## src/rtl/lldma_pkg.sv

```systemverilog
package lldma_pkg;
    localparam int unsigned WORD_BYTES = 4;
    localparam int unsigned DATA_WORDS = 6;
    localparam int unsigned DATA_BYTES = DATA_WORDS * WORD_BYTES;

    // control word bit positions
    localparam int unsigned CB_BIT   = 0;
    localparam int unsigned TOG_BIT  = 1;
    localparam int unsigned LINK_BIT = 2;
    localparam int unsigned LIE_BIT  = 3;
    localparam int unsigned RIE_BIT  = 4;
    localparam int unsigned CTL_W    = 5;

    // register word indices
    localparam logic [3:0] RA_BASE_LO = 4'd0;
    localparam logic [3:0] RA_BASE_HI = 4'd1;
    localparam logic [3:0] RA_BELL    = 4'd2;
    localparam logic [3:0] RA_ISR     = 4'd3;
    localparam logic [3:0] RA_IEN     = 4'd4;
    localparam logic [3:0] RA_STATE   = 4'd5;
    localparam logic [3:0] RA_COUNT   = 4'd6;
    localparam logic [3:0] RA_FAIL_LO = 4'd7;
    localparam logic [3:0] RA_FAIL_HI = 4'd8;

    typedef enum logic [1:0] {
        WK_IDLE  = 2'd0,
        WK_FETCH = 2'd1,
        WK_MOVE  = 2'd2
    } wk_state_e;
endpackage

```

## src/rtl/lldma_walk.sv

```systemverilog
module lldma_walk
    import lldma_pkg::*;
#(
    parameter int unsigned CNT_W = 16
) (
    input  logic             clk,
    input  logic             rst_n,
    input  logic             kick,
    input  logic             kick_restart,
    input  logic             kick_cyc,
    input  logic [63:0]      base_addr,
    output logic             mem_req,
    output logic [63:0]      mem_addr,
    input  logic             mem_rvalid,
    input  logic [31:0]      mem_rdata,
    input  logic             mem_rerr,
    output logic             mv_req,
    output logic [63:0]      mv_src,
    output logic [63:0]      mv_dst,
    output logic [31:0]      mv_len,
    input  logic             mv_done,
    output logic             ev_done,
    output logic             ev_abort,
    output logic [63:0]      fail_addr,
    output logic             busy,
    output logic             stopped,
    output logic             cyc,
    output logic [CNT_W-1:0] cnt,
    output logic             remote_done
);
    typedef struct packed {
        wk_state_e        st;
        logic [63:0]      ea;
        logic [2:0]       widx;
        logic [CTL_W-1:0] ctl;
        logic [31:0]      len;
        logic [63:0]      src;
        logic [63:0]      dst;
        logic             cyc;
        logic             stopped;
        logic [CNT_W-1:0] cnt;
        logic             rmt;
        logic [63:0]      fail;
    } walk_t;

    walk_t wk_d, wk_q;

    always_comb begin
        wk_d     = wk_q;
        wk_d.rmt = 1'b0;
        ev_done  = 1'b0;
        ev_abort = 1'b0;
        case (wk_q.st)
            WK_IDLE: begin
                if (kick) begin
                    wk_d.st      = WK_FETCH;
                    wk_d.widx    = 3'd0;
                    wk_d.stopped = 1'b0;
                    if (kick_restart) begin
                        wk_d.ea  = base_addr;
                        wk_d.cyc = kick_cyc;
                    end
                end
            end
            WK_FETCH: begin
                if (mem_rvalid) begin
                    if (mem_rerr) begin
                        ev_abort  = 1'b1;
                        wk_d.fail = wk_q.ea;
                        wk_d.st   = WK_IDLE;
                    end else begin
                        wk_d.widx = wk_q.widx + 3'd1;
                        case (wk_q.widx)
                            3'd0: begin
                                if (mem_rdata[CB_BIT] != wk_q.cyc) begin
                                    wk_d.st      = WK_IDLE;
                                    wk_d.stopped = 1'b1;
                                    wk_d.widx    = 3'd0;
                                end else begin
                                    wk_d.ctl = mem_rdata[CTL_W-1:0];
                                end
                            end
                            3'd1: wk_d.len = mem_rdata;
                            3'd2: wk_d.src[31:0] = mem_rdata;
                            3'd3: begin
                                if (wk_q.ctl[LINK_BIT]) begin
                                    wk_d.ea   = {mem_rdata, wk_q.src[31:0]};
                                    wk_d.cyc  = wk_q.cyc ^ wk_q.ctl[TOG_BIT];
                                    wk_d.widx = 3'd0;
                                end else begin
                                    wk_d.src[63:32] = mem_rdata;
                                end
                            end
                            3'd4: wk_d.dst[31:0] = mem_rdata;
                            default: begin
                                wk_d.dst[63:32] = mem_rdata;
                                wk_d.st         = WK_MOVE;
                                wk_d.widx       = 3'd0;
                            end
                        endcase
                    end
                end
            end
            default: begin
                if (mv_done) begin
                    wk_d.cnt  = wk_q.cnt + 1'b1;
                    ev_done   = wk_q.ctl[LIE_BIT];
                    wk_d.rmt  = wk_q.ctl[RIE_BIT];
                    wk_d.ea   = wk_q.ea + 64'(DATA_BYTES);
                    wk_d.widx = 3'd0;
                    wk_d.st   = WK_FETCH;
                end
            end
        endcase
    end

    always_ff @(posedge clk or negedge rst_n) begin
        if (!rst_n) wk_q <= '0;
        else        wk_q <= wk_d;
    end

    assign mem_req     = (wk_q.st == WK_FETCH);
    assign mem_addr    = wk_q.ea + {59'd0, wk_q.widx, 2'b00};
    assign mv_req      = (wk_q.st == WK_MOVE);
    assign mv_src      = wk_q.src;
    assign mv_dst      = wk_q.dst;
    assign mv_len      = wk_q.len;
    assign fail_addr   = wk_q.fail;
    assign busy        = (wk_q.st != WK_IDLE);
    assign stopped     = wk_q.stopped;
    assign cyc         = wk_q.cyc;
    assign cnt         = wk_q.cnt;
    assign remote_done = wk_q.rmt;
endmodule

```

## src/rtl/lldma_regs.sv

```systemverilog
module lldma_regs
    import lldma_pkg::*;
#(
    parameter int unsigned CNT_W = 16
) (
    input  logic             clk,
    input  logic             rst_n,
    input  logic             reg_we,
    input  logic [3:0]       reg_addr,
    input  logic [31:0]      reg_wdata,
    output logic [31:0]      reg_rdata,
    input  logic             ev_done,
    input  logic             ev_abort,
    input  logic [63:0]      fail_addr,
    input  logic             busy,
    input  logic             stopped,
    input  logic             cyc,
    input  logic [CNT_W-1:0] cnt,
    output logic [63:0]      base_addr,
    output logic             kick,
    output logic             kick_restart,
    output logic             kick_cyc,
    output logic             irq_o
);
    typedef struct packed {
        logic [63:0] base;
        logic [1:0]  isr;
        logic [1:0]  ien;
    } regs_t;

    regs_t rg_d, rg_q;

    always_comb begin
        rg_d = rg_q;
        if (reg_we) begin
            case (reg_addr)
                RA_BASE_LO: rg_d.base[31:0]  = reg_wdata;
                RA_BASE_HI: rg_d.base[63:32] = reg_wdata;
                RA_ISR:     rg_d.isr         = rg_q.isr & ~reg_wdata[1:0];
                RA_IEN:     rg_d.ien         = reg_wdata[1:0];
                default: ;
            endcase
        end
        rg_d.isr = rg_d.isr | {ev_abort, ev_done};
    end

    always_ff @(posedge clk or negedge rst_n) begin
        if (!rst_n) rg_q <= '0;
        else        rg_q <= rg_d;
    end

    always_comb begin
        case (reg_addr)
            RA_BASE_LO: reg_rdata = rg_q.base[31:0];
            RA_BASE_HI: reg_rdata = rg_q.base[63:32];
            RA_ISR:     reg_rdata = {30'd0, rg_q.isr};
            RA_IEN:     reg_rdata = {30'd0, rg_q.ien};
            RA_STATE:   reg_rdata = {29'd0, cyc, stopped, busy};
            RA_COUNT:   reg_rdata = 32'(cnt);
            RA_FAIL_LO: reg_rdata = fail_addr[31:0];
            RA_FAIL_HI: reg_rdata = fail_addr[63:32];
            default:    reg_rdata = 32'd0;
        endcase
    end

    assign kick         = reg_we && (reg_addr == RA_BELL) && !busy;
    assign kick_restart = reg_wdata[0];
    assign kick_cyc     = reg_wdata[1];
    assign base_addr    = rg_q.base;
    assign irq_o        = |(rg_q.isr & rg_q.ien);
endmodule

```

## src/rtl/lldma_walker.sv

```systemverilog
module lldma_walker
    import lldma_pkg::*;
#(
    parameter int unsigned CNT_W = 16
) (
    input  logic        clk,
    input  logic        rst_n,
    input  logic        reg_we,
    input  logic [3:0]  reg_addr,
    input  logic [31:0] reg_wdata,
    output logic [31:0] reg_rdata,
    output logic        mem_req,
    output logic [63:0] mem_addr,
    input  logic        mem_rvalid,
    input  logic [31:0] mem_rdata,
    input  logic        mem_rerr,
    output logic        mv_req,
    output logic [63:0] mv_src,
    output logic [63:0] mv_dst,
    output logic [31:0] mv_len,
    input  logic        mv_done,
    output logic        irq_o,
    output logic        remote_done_o
);
    logic             kick, kick_restart, kick_cyc;
    logic [63:0]      base_addr, fail_addr;
    logic             ev_done, ev_abort, busy, stopped, cyc;
    logic [CNT_W-1:0] done_cnt;

    lldma_walk #(.CNT_W(CNT_W)) u_walk (
        .clk          (clk),
        .rst_n        (rst_n),
        .kick         (kick),
        .kick_restart (kick_restart),
        .kick_cyc     (kick_cyc),
        .base_addr    (base_addr),
        .mem_req      (mem_req),
        .mem_addr     (mem_addr),
        .mem_rvalid   (mem_rvalid),
        .mem_rdata    (mem_rdata),
        .mem_rerr     (mem_rerr),
        .mv_req       (mv_req),
        .mv_src       (mv_src),
        .mv_dst       (mv_dst),
        .mv_len       (mv_len),
        .mv_done      (mv_done),
        .ev_done      (ev_done),
        .ev_abort     (ev_abort),
        .fail_addr    (fail_addr),
        .busy         (busy),
        .stopped      (stopped),
        .cyc          (cyc),
        .cnt          (done_cnt),
        .remote_done  (remote_done_o)
    );

    lldma_regs #(.CNT_W(CNT_W)) u_regs (
        .clk          (clk),
        .rst_n        (rst_n),
        .reg_we       (reg_we),
        .reg_addr     (reg_addr),
        .reg_wdata    (reg_wdata),
        .reg_rdata    (reg_rdata),
        .ev_done      (ev_done),
        .ev_abort     (ev_abort),
        .fail_addr    (fail_addr),
        .busy         (busy),
        .stopped      (stopped),
        .cyc          (cyc),
        .cnt          (done_cnt),
        .base_addr    (base_addr),
        .kick         (kick),
        .kick_restart (kick_restart),
        .kick_cyc     (kick_cyc),
        .irq_o        (irq_o)
    );
endmodule

```

## config.mk

```make
export PLATFORM = sky130hd
export DESIGN_NAME = lldma_walker
export DESIGN_NICKNAME = d
export VERILOG_FILES = /design/src/rtl/lldma_pkg.sv /design/src/rtl/lldma_walk.sv /design/src/rtl/lldma_regs.sv /design/src/rtl/lldma_walker.sv
export SDC_FILE = /design/constraint.sdc
export NUM_CORES = 1
export LEC_CHECK = 0
export BUFFER_PORTS_ARGS = -buffer_cell sky130_fd_sc_hd__buf_2
export CAP_MARGIN = 20
export CORE_MARGIN = 5
export CORE_UTILIZATION = 58
export CTS_BUF_LIST = sky130_fd_sc_hd__clkbuf_4 sky130_fd_sc_hd__clkbuf_8 sky130_fd_sc_hd__clkbuf_16
export DETAILED_ROUTE_END_ITERATION = 7
export MAX_ROUTING_LAYER = met4
export PLACE_DENSITY = 0.81
export SLEW_MARGIN = 0
export SYNTH_ARGS = -nofsm -noshare
export SYNTH_HDL_FRONTEND = slang
export SYNTH_HIERARCHICAL = 1
export SYNTH_SLANG_ARGS = --single-unit
```

## constraint.sdc

```tcl
create_clock -name clk -period 3.5 [get_ports clk]
set_input_delay 0.35 -clock clk [delete_from_list [all_inputs] [get_ports clk]]
set_output_delay 0.35 -clock clk [all_outputs]
set_load 0.02 [all_outputs]
```

Word-level counts from Yosys, hierarchy flattened
Index checks and enable logic that the tools add are counted.

Flip-flop bits (word level): 385. Output and inout bits: 260. Logic and storage cells: 126.

$add $sub $neg: 4. Equality and inequality tests: 25. Muxes and demuxes: 39. Bitwise operators: 10. Reduce and logical (&&, ||, !) cells: 30.

Operators by type and width (number): case mux 32 bit (8 select lines) (1); 2-to-1 mux 236 bit (1); 2-to-1 mux 234 bit (1); 2-to-1 mux 32 bit (6); 2-to-1 mux 69 bit (2); case mux 69 bit (2 select lines) (1); 2-to-1 mux 64 bit (2); 2-to-1 mux 67 bit (1); adder 64 x 5 -> 64 bit (1); adder 64 x 5 -> 64 bit (second input constant) (1); AND reduction 4 bit (5); adder 16 x 1 -> 16 bit (second input constant) (1); equality test 4 x 3 -> 1 bit (second input constant) (4); AND reduction 5 bit (3); AND reduction 7 bit (2); 2-to-1 mux 1 bit (12); 2-to-1 mux 2 bit (5); 2-to-1 mux 5 bit (2); != test 2 x 1 -> 1 bit (second input constant) (5); case mux 3 bit (3 select lines) (1); equality test 4 x 2 -> 1 bit (second input constant) (2); case mux 2 bit (2 select lines) (2); AND reduction 2 bit (4); equality test 3 x 2 -> 1 bit (second input constant) (2); 31 further kinds (41).

Logic depth before layout (Yosys ltp)
Gate-level depths: netlist of the first run.

Word-level depth: 6. Gate-level depth with buffers: 12. Gate-level depth less buffers: 8.

Hierarchy
The synthesis of the first run kept the hierarchy.

Modules (own cells, without submodules): lldma_walk (times used 1, cells an instance 1683, area each 17917.2 um2, sequential area each 7907.6 um2); lldma_regs (times used 1, cells an instance 375, area each 4207.8 um2, sequential area each 1701.6 um2).

Worst setup path after synthesis of the first run
OpenSTA, ideal clock, no wires.

Kind: reg-to-reg. From: reg u_walk/wk_q[315] in the netlist's numbering. To: reg u_walk/wk_q[291] in the netlist's numbering. Setup time: 0.126 ns. Arrival time: 2.538 ns. Slack: 0.836 ns. Stages on the path, launching flop included: 11. Clock period less this slack: 2.664 ns. Path through: dfrtp_1 -> buf_2 -> nor2_1 -> clkbuf_1 -> inv_1 -> and3b_1 -> nand2b_1 -> a31o_2 -> nor2_2 -> mux2_2 -> a311o_1.

Longest elaborated chain between the ends: 5.

RTL lines: start: declaration (RTL line lldma_walk.sv:46) `walk_t wk_d, wk_q;`; start signal: assignment (RTL line lldma_walk.sv:119) `else wk_q <= wk_d;`; nonzero test 2 bit (RTL line lldma_walk.sv:129) `assign busy = (wk_q.st != WK_IDLE);`; named net busy (RTL line lldma_walker.sv:27) `logic ev_done, ev_abort, busy, stopped, cyc;`; logical NOT 1 bit (RTL line lldma_regs.sv:66) `assign kick = reg_we && (reg_addr == RA_BELL) && !busy;`; logical AND 1 bit (RTL line lldma_regs.sv:66); named net kick (RTL line lldma_walker.sv:25) `logic kick, kick_restart, kick_cyc;`; != test 2 bit (no source line); AND reduction 7 bit (no source line).

The timed path passes the listed nets, and every way through them passes these cells. A chain may end at the register's enable or synchronous reset.

Worst setup path after layout of the first run
From: reg u_walk/wk_q[254] in the netlist's numbering. To: out mem_addr[43].

Longest elaborated chain between the ends: 1.

RTL lines: adder 64 x 5 -> 64 bit (RTL line lldma_walk.sv:123) `assign mem_addr = wk_q.ea + {59'd0, wk_q.widx, 2'b00};`; end: declaration (RTL line lldma_walker.sv:13) `output logic [63:0] mem_addr,`.

No other way between the ends.

==> metrics, run 1 <==
biggest fanout along the worst timing path=9; area inside the core boundary=37700 um^2; number of antenna violations at the first check in global routing=6; final instance count without filler cells=2615; worst path arrival time=3.09 ns; via count of the first global-routing pass=17100; count of cells along the worst hold path=2; # port buffers=333; top-area cell type share of the netlist area=43.4%; kind of launch point of the worst setup path=flop; ordered list of cells on the worst path=ha_1 > a211oi_1 > nor3_1 > nand4_2 > nor2_1 > xnor2_1 > buf_2; top-level I/O count=334; number of cells produced by synthesis=2058; Site Rows=71; average vias per placed instance=6.49; first-pass GRT wire length=111000 um; number of antenna-violating nets in the routed design=0; post-layout net count=2159; sink count of the clock tree=384; max capacitance violation total=0; detailed router's first-iteration violation count=1871; CTS H-tree depth=2; grt total ovfl=0; delay of the slowest cell on the worst path=0.56 ns; worst-case reg-to-reg path depth=8; flop2flop setup slack=0.69 ns; run status=completed; count of endpoints failing setup in the final report=0; total wire length after detailed routing=74600 um; Syn. warnings=6; actual transition at the worst max-transition pin=1.09 ns; Fin Hold WS=0.0234 ns; most area-hungry cell type in the Yosys netlist=sky130_fd_sc_hd__dfrtp_1; Die Width=205 um; clock latency on the worst-skew pair=0.56 ns; routability congestion estimate=1.01; main area contributors after synthesis=sky130_fd_sc_hd__dfrtp_1 (43%), sky130_fd_sc_hd__mux2_2 (13%), sky130_fd_sc_hd__buf_4 (11%), sky130_fd_sc_hd__a22oi_1 (1.7%), sky130_fd_sc_hd__xnor2_1 (1.7%); max frequency=291 MHz; top-count cell post-synth=sky130_fd_sc_hd__dfrtp_1; critical path capture point type=output pin; post-synthesis cell area=22100 um^2; Die Area=42200 um^2; fraction of the cycle the final worst path needs=98.3%; count of final max-slew check failures=0; Initial Utilization=58.7%; proportion of synthesized chip area in sequential cells=43.4%; destination of the worst hold path=u_regs/base_addr[37]$_DFFE_PN0P_; Seq cells post-synth=384; combined area of the multi-input logic cells=9490 um^2; synthesized netlist net count=2144; worst-case headroom to the max-slew limit=27.2%; ranking of synthesized cells by instance count=sky130_fd_sc_hd__dfrtp_1 (384), sky130_fd_sc_hd__buf_4 (325), sky130_fd_sc_hd__mux2_2 (254); maximum number of pins on one net before global-route repair=94; fraction of registers with async set/reset=100%; Vias=17000; commonest register cell after synthesis=sky130_fd_sc_hd__dfrtp_1; Final Hold Vio Count=0; Hold Path Origin=reg_wdata[5]; Post-Place Cells=2533; Reg-to-Reg Start=u_walk/wk_q[250]$_DFFE_PN0P_; worst clock skew on the final layout=0.0248 ns; leak pwr=10.9 nW; Post-synth EDFFs=0; final sum of negative setup slack=0 ns; Total Power Consumption=21.2 mW; setup repair after global routing missed its margin=false; share of post-route cells with drive strength above 1=38.3%; Reg clk slew, reported paths=0.06 ns; die extent in y=205 um; critical path start-end classification=reg -> out; required time of the critical path=3.15 ns; router iterations before antenna repair=7; Worst R2R End=u_walk/wk_q[305]$_DFFE_PN0P_; DRC violations left=0; Clock Path Buffers=3; largest vdd supply drop=0.732 mV; CTS tree=yes; clock root buffer=sky130_fd_sc_hd__clkbuf_16; Netlist cell types=92; Pwr per Cell Area=898 nW/um^2; Syn-to-layout area delta=6.96%; Tmin final=3.44 ns; number of filler instances in the final layout=3055; GRT Total Usage=35.9%; dpl hpwl=55400 um; wire length per cell after detailed routing=28.5 um; sequential cell area=9610 um^2; Syn Area/Cell=10.8 um^2; Tightest Hold Check Type=in -> reg; number of buffers added by the clock tree synthesis step=41; CP max-delay cell=sky130_fd_sc_hd__dfrtp_1
-- metal layers --
| layer | global-route usage, % | vias to the layer above | part of all wire [%] |
|---|---|---|---|
| li1 | - | 7195 | - |
| met1 | 49.1 | 8581 | 41 |
| met2 | 54.2 | 1056 | 46 |
| met3 | 8.16 | 144 | 11 |
| met4 | 10.9 | 0 | 3.1 |
| met5 | - | - | 0 |
-- flip-flops by register name, indices dropped and copies added, names as in the netlist --
signal and count:
u_walk/stopped 1, u_walk/fail_addr 64, u_regs/base_addr 64, u_walk/mv_dst 64, u_walk/mv_src 64, u_regs/rg_q 4, u_walk/remote_done 1, u_walk/wk_q 73
u_walk/cyc 1, u_walk/cnt 16, u_walk/mv_len 32
-- through the flow --
stage               utilization (%)  setup WS, ns  instance area [um^2]
global placement               58.9         0.375                 22200
global route                   62.8       0.00278                 23700
CTS                            62.5        0.0273                 23500
finish                         62.8        0.0583                 23700
detailed placement             58.9         0.279                 22200
floorplan                         -         0.836                 22100
-- cell families (layout without fill, tap and decap cells) --
family	count (synthesis)	count (layout)	synth area share (%)
fa+ha+maj	12	12	0.713
buf+inv	479	520	14.1
simple gates	467	467	11.9
flops	384	384	43.4
other cells	0	5	0
mux	315	315	16.0
xor+xnor	76	76	3.01
compound gates	325	325	10.9
-- final cells by class --
| type | instances | share of cell area, % |
|---|---|---|
| flip-flops and latches | 384 | 40.6 |
| multi-input cells | 1195 | 40.1 |
| repair buffers | 423 | 10.4 |
| clock buffers | 54 | 4.93 |
| well taps | 511 | 2.70 |
| clock inverters | 15 | 0.767 |
| inverters | 28 | 0.444 |
| diodes | 5 | 0.0529 |
-- power by group --
part	total, mW	internal, mW	switching (mW)	leakage [nW]
Sequential	8.25	6.22	2.03	4.88
Combinational	8.53	3.36	5.17	5.37
Clock	4.46	2.63	1.83	0.680
Total	21.2	12.2	9.03	10.9
-- cells in the final DEF (no fill, tap or decap), types with 31 or more instances in the layout --
| cell type | count |
|---|---|
| sky130_fd_sc_hd__a21oi_1 | 34 |
| sky130_fd_sc_hd__a22oi_1 | 51 |
| sky130_fd_sc_hd__buf_2 | 332 |
| sky130_fd_sc_hd__buf_4 | 81 |
| sky130_fd_sc_hd__clkbuf_16 | 41 |
| sky130_fd_sc_hd__dfrtp_1 | 380 |
| sky130_fd_sc_hd__mux2_1 | 31 |
| sky130_fd_sc_hd__mux2_2 | 254 |
| sky130_fd_sc_hd__nand2_1 | 96 |
| sky130_fd_sc_hd__nand3_1 | 57 |
| sky130_fd_sc_hd__nand4_1 | 57 |
| sky130_fd_sc_hd__nor2_1 | 94 |
| sky130_fd_sc_hd__nor3_1 | 35 |
| sky130_fd_sc_hd__o21ai_0 | 56 |
| sky130_fd_sc_hd__xnor2_1 | 42 |
| sky130_fd_sc_hd__xor2_1 | 33 |
-- worst max path at each step --
| stage | start | end | slack, ns | cells past startpoint |
|---|---|---|---|---|
| after floorplan | u_walk/wk_q[315]$_DFFE_PN0P_ | u_walk/wk_q[291]$_DFFE_PN0P_ | 0.84 | 10 |
| after global placement | u_walk/wk_q[248]$_DFFE_PN0P_ | mem_addr[60] | 0.38 | 8 |
| after detailed placement | u_walk/wk_q[248]$_DFFE_PN0P_ | mem_addr[60] | 0.28 | 8 |
| after CTS | u_walk/wk_q[259]$_DFFE_PN0P_ | mem_addr[57] | 0.03 | 7 |
| after global routing | u_walk/wk_q[248]$_DFFE_PN0P_ | mem_addr[58] | 0.003 | 9 |
| final | u_walk/wk_q[254]$_DFFE_PN0P_ | mem_addr[43] | 0.06 | 7 |
-- what timing repair did --
item                                    in CTS  in global routing
endpoints found under the setup margin      16                 12
hold endpoints to repair                    87                  0
resized for setup                            4                 11
buffers inserted                             0                  7
hold buffers                                 1                  0
pin swaps                                    1                  3
-- critical path, delay by kind of cell (launching register included) --
kind / cells / cell delay [ns]
simple gates: 3 / 0.50
fa+ha+maj: 1 / 0.32
buf+inv: 1 / 0.26
flops: 1 / 0.56
compound gates: 1 / 0.47
xor+xnor: 1 / 0.42
Power figures use the tool's default switching activity.
==> run 2, diff against run 1 <==
--- a/config.mk
+++ b/config.mk
@@ -12,7 +12,7 @@
 export CTS_BUF_LIST = sky130_fd_sc_hd__clkbuf_4 sky130_fd_sc_hd__clkbuf_8 sky130_fd_sc_hd__clkbuf_16
 export DETAILED_ROUTE_END_ITERATION = 7
 export MAX_ROUTING_LAYER = met4
-export PLACE_DENSITY = 0.81
+export PLACE_DENSITY_LB_ADDON = 0.3
 export SLEW_MARGIN = 0
 export SYNTH_ARGS = -nofsm -noshare
 export SYNTH_HDL_FRONTEND = slang
==> run 2 against run 1 <==
  * Worst hold slack got worse by 0.0062 ns
  * First-iteration DRC count fell by 2.0%
  * Clock skew fell by 0.0024 ns
  * Sequential cell count did not move
  * Maximum frequency rose by 1.4%
  * Global-route usage fell by 0.51 points
  * Critical path type unchanged
==> metrics, run 2 (synthesized netlist as in run 1, its figures left out) <==
run status=completed; Syn-to-layout area delta=7.63%; Die Area=42200 um^2; biggest fanout along the worst timing path=8; max capacitance violation total=0; critical path start-end classification=reg -> out; Post-Place Cells=2519; Tmin final=3.39 ns; # port buffers=333; CTS tree=yes; Total Power Consumption=21.5 mW; total wire length after detailed routing=73300 um; sequential power share=38.4%; Initial Utilization=58.7%; grt total ovfl=0; final sum of negative setup slack=0 ns; clock root buffer=sky130_fd_sc_hd__clkbuf_16; GRT Total Usage=35.4%; dpl hpwl=53900 um; die extent in y=205 um; number of antenna-violating nets in the routed design=0; worst clock skew on the final layout=0.0223 ns; maximum number of pins on one net before global-route repair=89; Final Cell Area=23800 um^2; worst-case reg-to-reg path depth=8; via count of the first global-routing pass=17000; global routing met3 resource utilization=10.1%; Fin Hold WS=0.0172 ns; DRC violations left=0; number of antenna violations at the first check in global routing=5; number of buffers added by the clock tree synthesis step=44; fraction of the cycle the final worst path needs=97.0%; router iterations before antenna repair=6; Final Worst Setup Slack=0.106 ns; leak pwr=11.0 nW; CP max-delay cell=sky130_fd_sc_hd__dfrtp_1; met1 demand-to-capacity share in global routing=47.9%; flop2flop setup slack=0.69 ns; delay of the slowest cell on the worst path=0.51 ns; average vias per placed instance=6.48; fraction of power spent switching nets=42.7%; clock network fraction of design power=21.9%; sink count of the clock tree=384; actual transition at the worst max-transition pin=0.763 ns; Reg clk slew, reported paths=0.06 ns; Post-Place Worst Slack=0.305 ns; top-level I/O count=334; Final Hold Vio Count=0; ordered list of cells on the worst path=ha_1 > o211ai_1 > nor3_1 > nand4_2 > buf_4 > nor2_1 > xor2_1 > buf_2; number of filler instances in the final layout=3135; critical path capture point type=output pin; max reg flops=73; Tightest Hold Check Type=in -> reg; Vias=17000; required time of the critical path=3.15 ns; clock latency on the worst-skew pair=0.59 ns; total internal power=12.3 mW; worst path arrival time=3.04 ns; count of final max-slew check failures=0; area inside the core boundary=37700 um^2; count of endpoints failing setup in the final report=0; Clock Path Buffers=3; largest vdd supply drop=0.637 mV; most frequent cells in the layout=sky130_fd_sc_hd__dfrtp_1 (382), sky130_fd_sc_hd__buf_2 (332), sky130_fd_sc_hd__mux2_2 (254); worst-case headroom to the max-slew limit=49.2%; met2 routing resource usage after global routing=51.8%; routability congestion estimate=1.04; final instance count without filler cells=2621; count of cells along the worst hold path=2; kind of launch point of the worst setup path=flop; detailed router's first-iteration violation count=1833; area post-placement=22100 um^2; wire length per cell after detailed routing=28.0 um; Final Util=63.2%; first-pass GRT wire length=110000 um; Worst R2R End=u_walk/wk_q[291]$_DFFE_PN0P_; Reg-to-Reg Start=u_walk/wk_q[249]$_DFFE_PN0P_; global route hottest layer=met2; Pwr per Cell Area=904 nW/um^2; Top reg by flops=u_walk/wk_q; Hold Path Origin=reg_wdata[21]; destination of the worst hold path=u_regs/base_addr[53]$_DFFE_PN0P_; Site Rows=71; post-layout net count=2162; CTS H-tree depth=2; share of post-route cells with drive strength above 1=37.7%; Logic pwr share=39.7%; number of buffers and inverters on the critical path=2; family of cells with the greatest summed delay on the critical path=simple AND/OR/NAND/NOR gates; Die Width=205 um; Net Sw Power=9.18 mW; most frequent standard cell in the layout excluding fill and tap cells=sky130_fd_sc_hd__dfrtp_1; max frequency=295 MHz
-- run 2: cell type report --
cell class                      instances  area (um^2)  share of cell area (%)
Sequential cell                       384         9610                    40.4
Multi-Input combinational cell       1195         9490                    39.9
Timing Repair Buffer                  423         2480                    10.4
Clock buffer                           54         1210                    5.10
Tap cell                              511          639                    2.68
Clock inverter                         22          258                    1.08
Inverter                               28          105                   0.441
Antenna cell                            4         10.0                  0.0420
-- run 2: repair_timing --
action / CTS / global route
pin swaps: 3 / 2
endpoints found under the setup margin: 31 / 14
gates resized for setup: 9 / 6
buffers inserted: 4 / 1
hold buffers: 17 / 0
endpoints found under the hold margin: 107 / 0
-- run 2: power by group through the flow --
stage | combinational [mW] | sequential [mW] | clock, mW
finish | 8.55 | 8.26 | 4.71
global route | 9.05 | 8.42 | 4.97
CTS | 8.45 | 8.16 | 4.78
detailed placement | 8.38 | 8.19 | 0
global placement | 8.23 | 8.12 | 0
floorplan | 7.88 | 7.09 | 0
-- run 2: worst max-delay path by stage --
stage                            startpoint                      endpoint  slack, ns  cells after the start
2_1_floorplan  u_walk/wk_q[315]$_DFFE_PN0P_  u_walk/wk_q[291]$_DFFE_PN0P_       0.84                     10
3_3_place_gp   u_walk/wk_q[248]$_DFFE_PN0P_                  mem_addr[60]       0.40                      8
3_5_place_dp   u_walk/wk_q[248]$_DFFE_PN0P_                  mem_addr[60]       0.31                      8
4_1_cts        u_walk/wk_q[259]$_DFFE_PN0P_                  mem_addr[51]       0.03                      6
5_1_grt        u_walk/wk_q[250]$_DFFE_PN0P_                  mem_addr[51]     -0.007                      8
6_report       u_walk/wk_q[250]$_DFFE_PN0P_                  mem_addr[63]       0.11                      8
-- run 2: routing by layer --
layer,wire (um),up-vias
li1,-,7171
met1,29300,8501
met2,32600,1111
met3,8460,195
met4,2930,0
met5,0,-
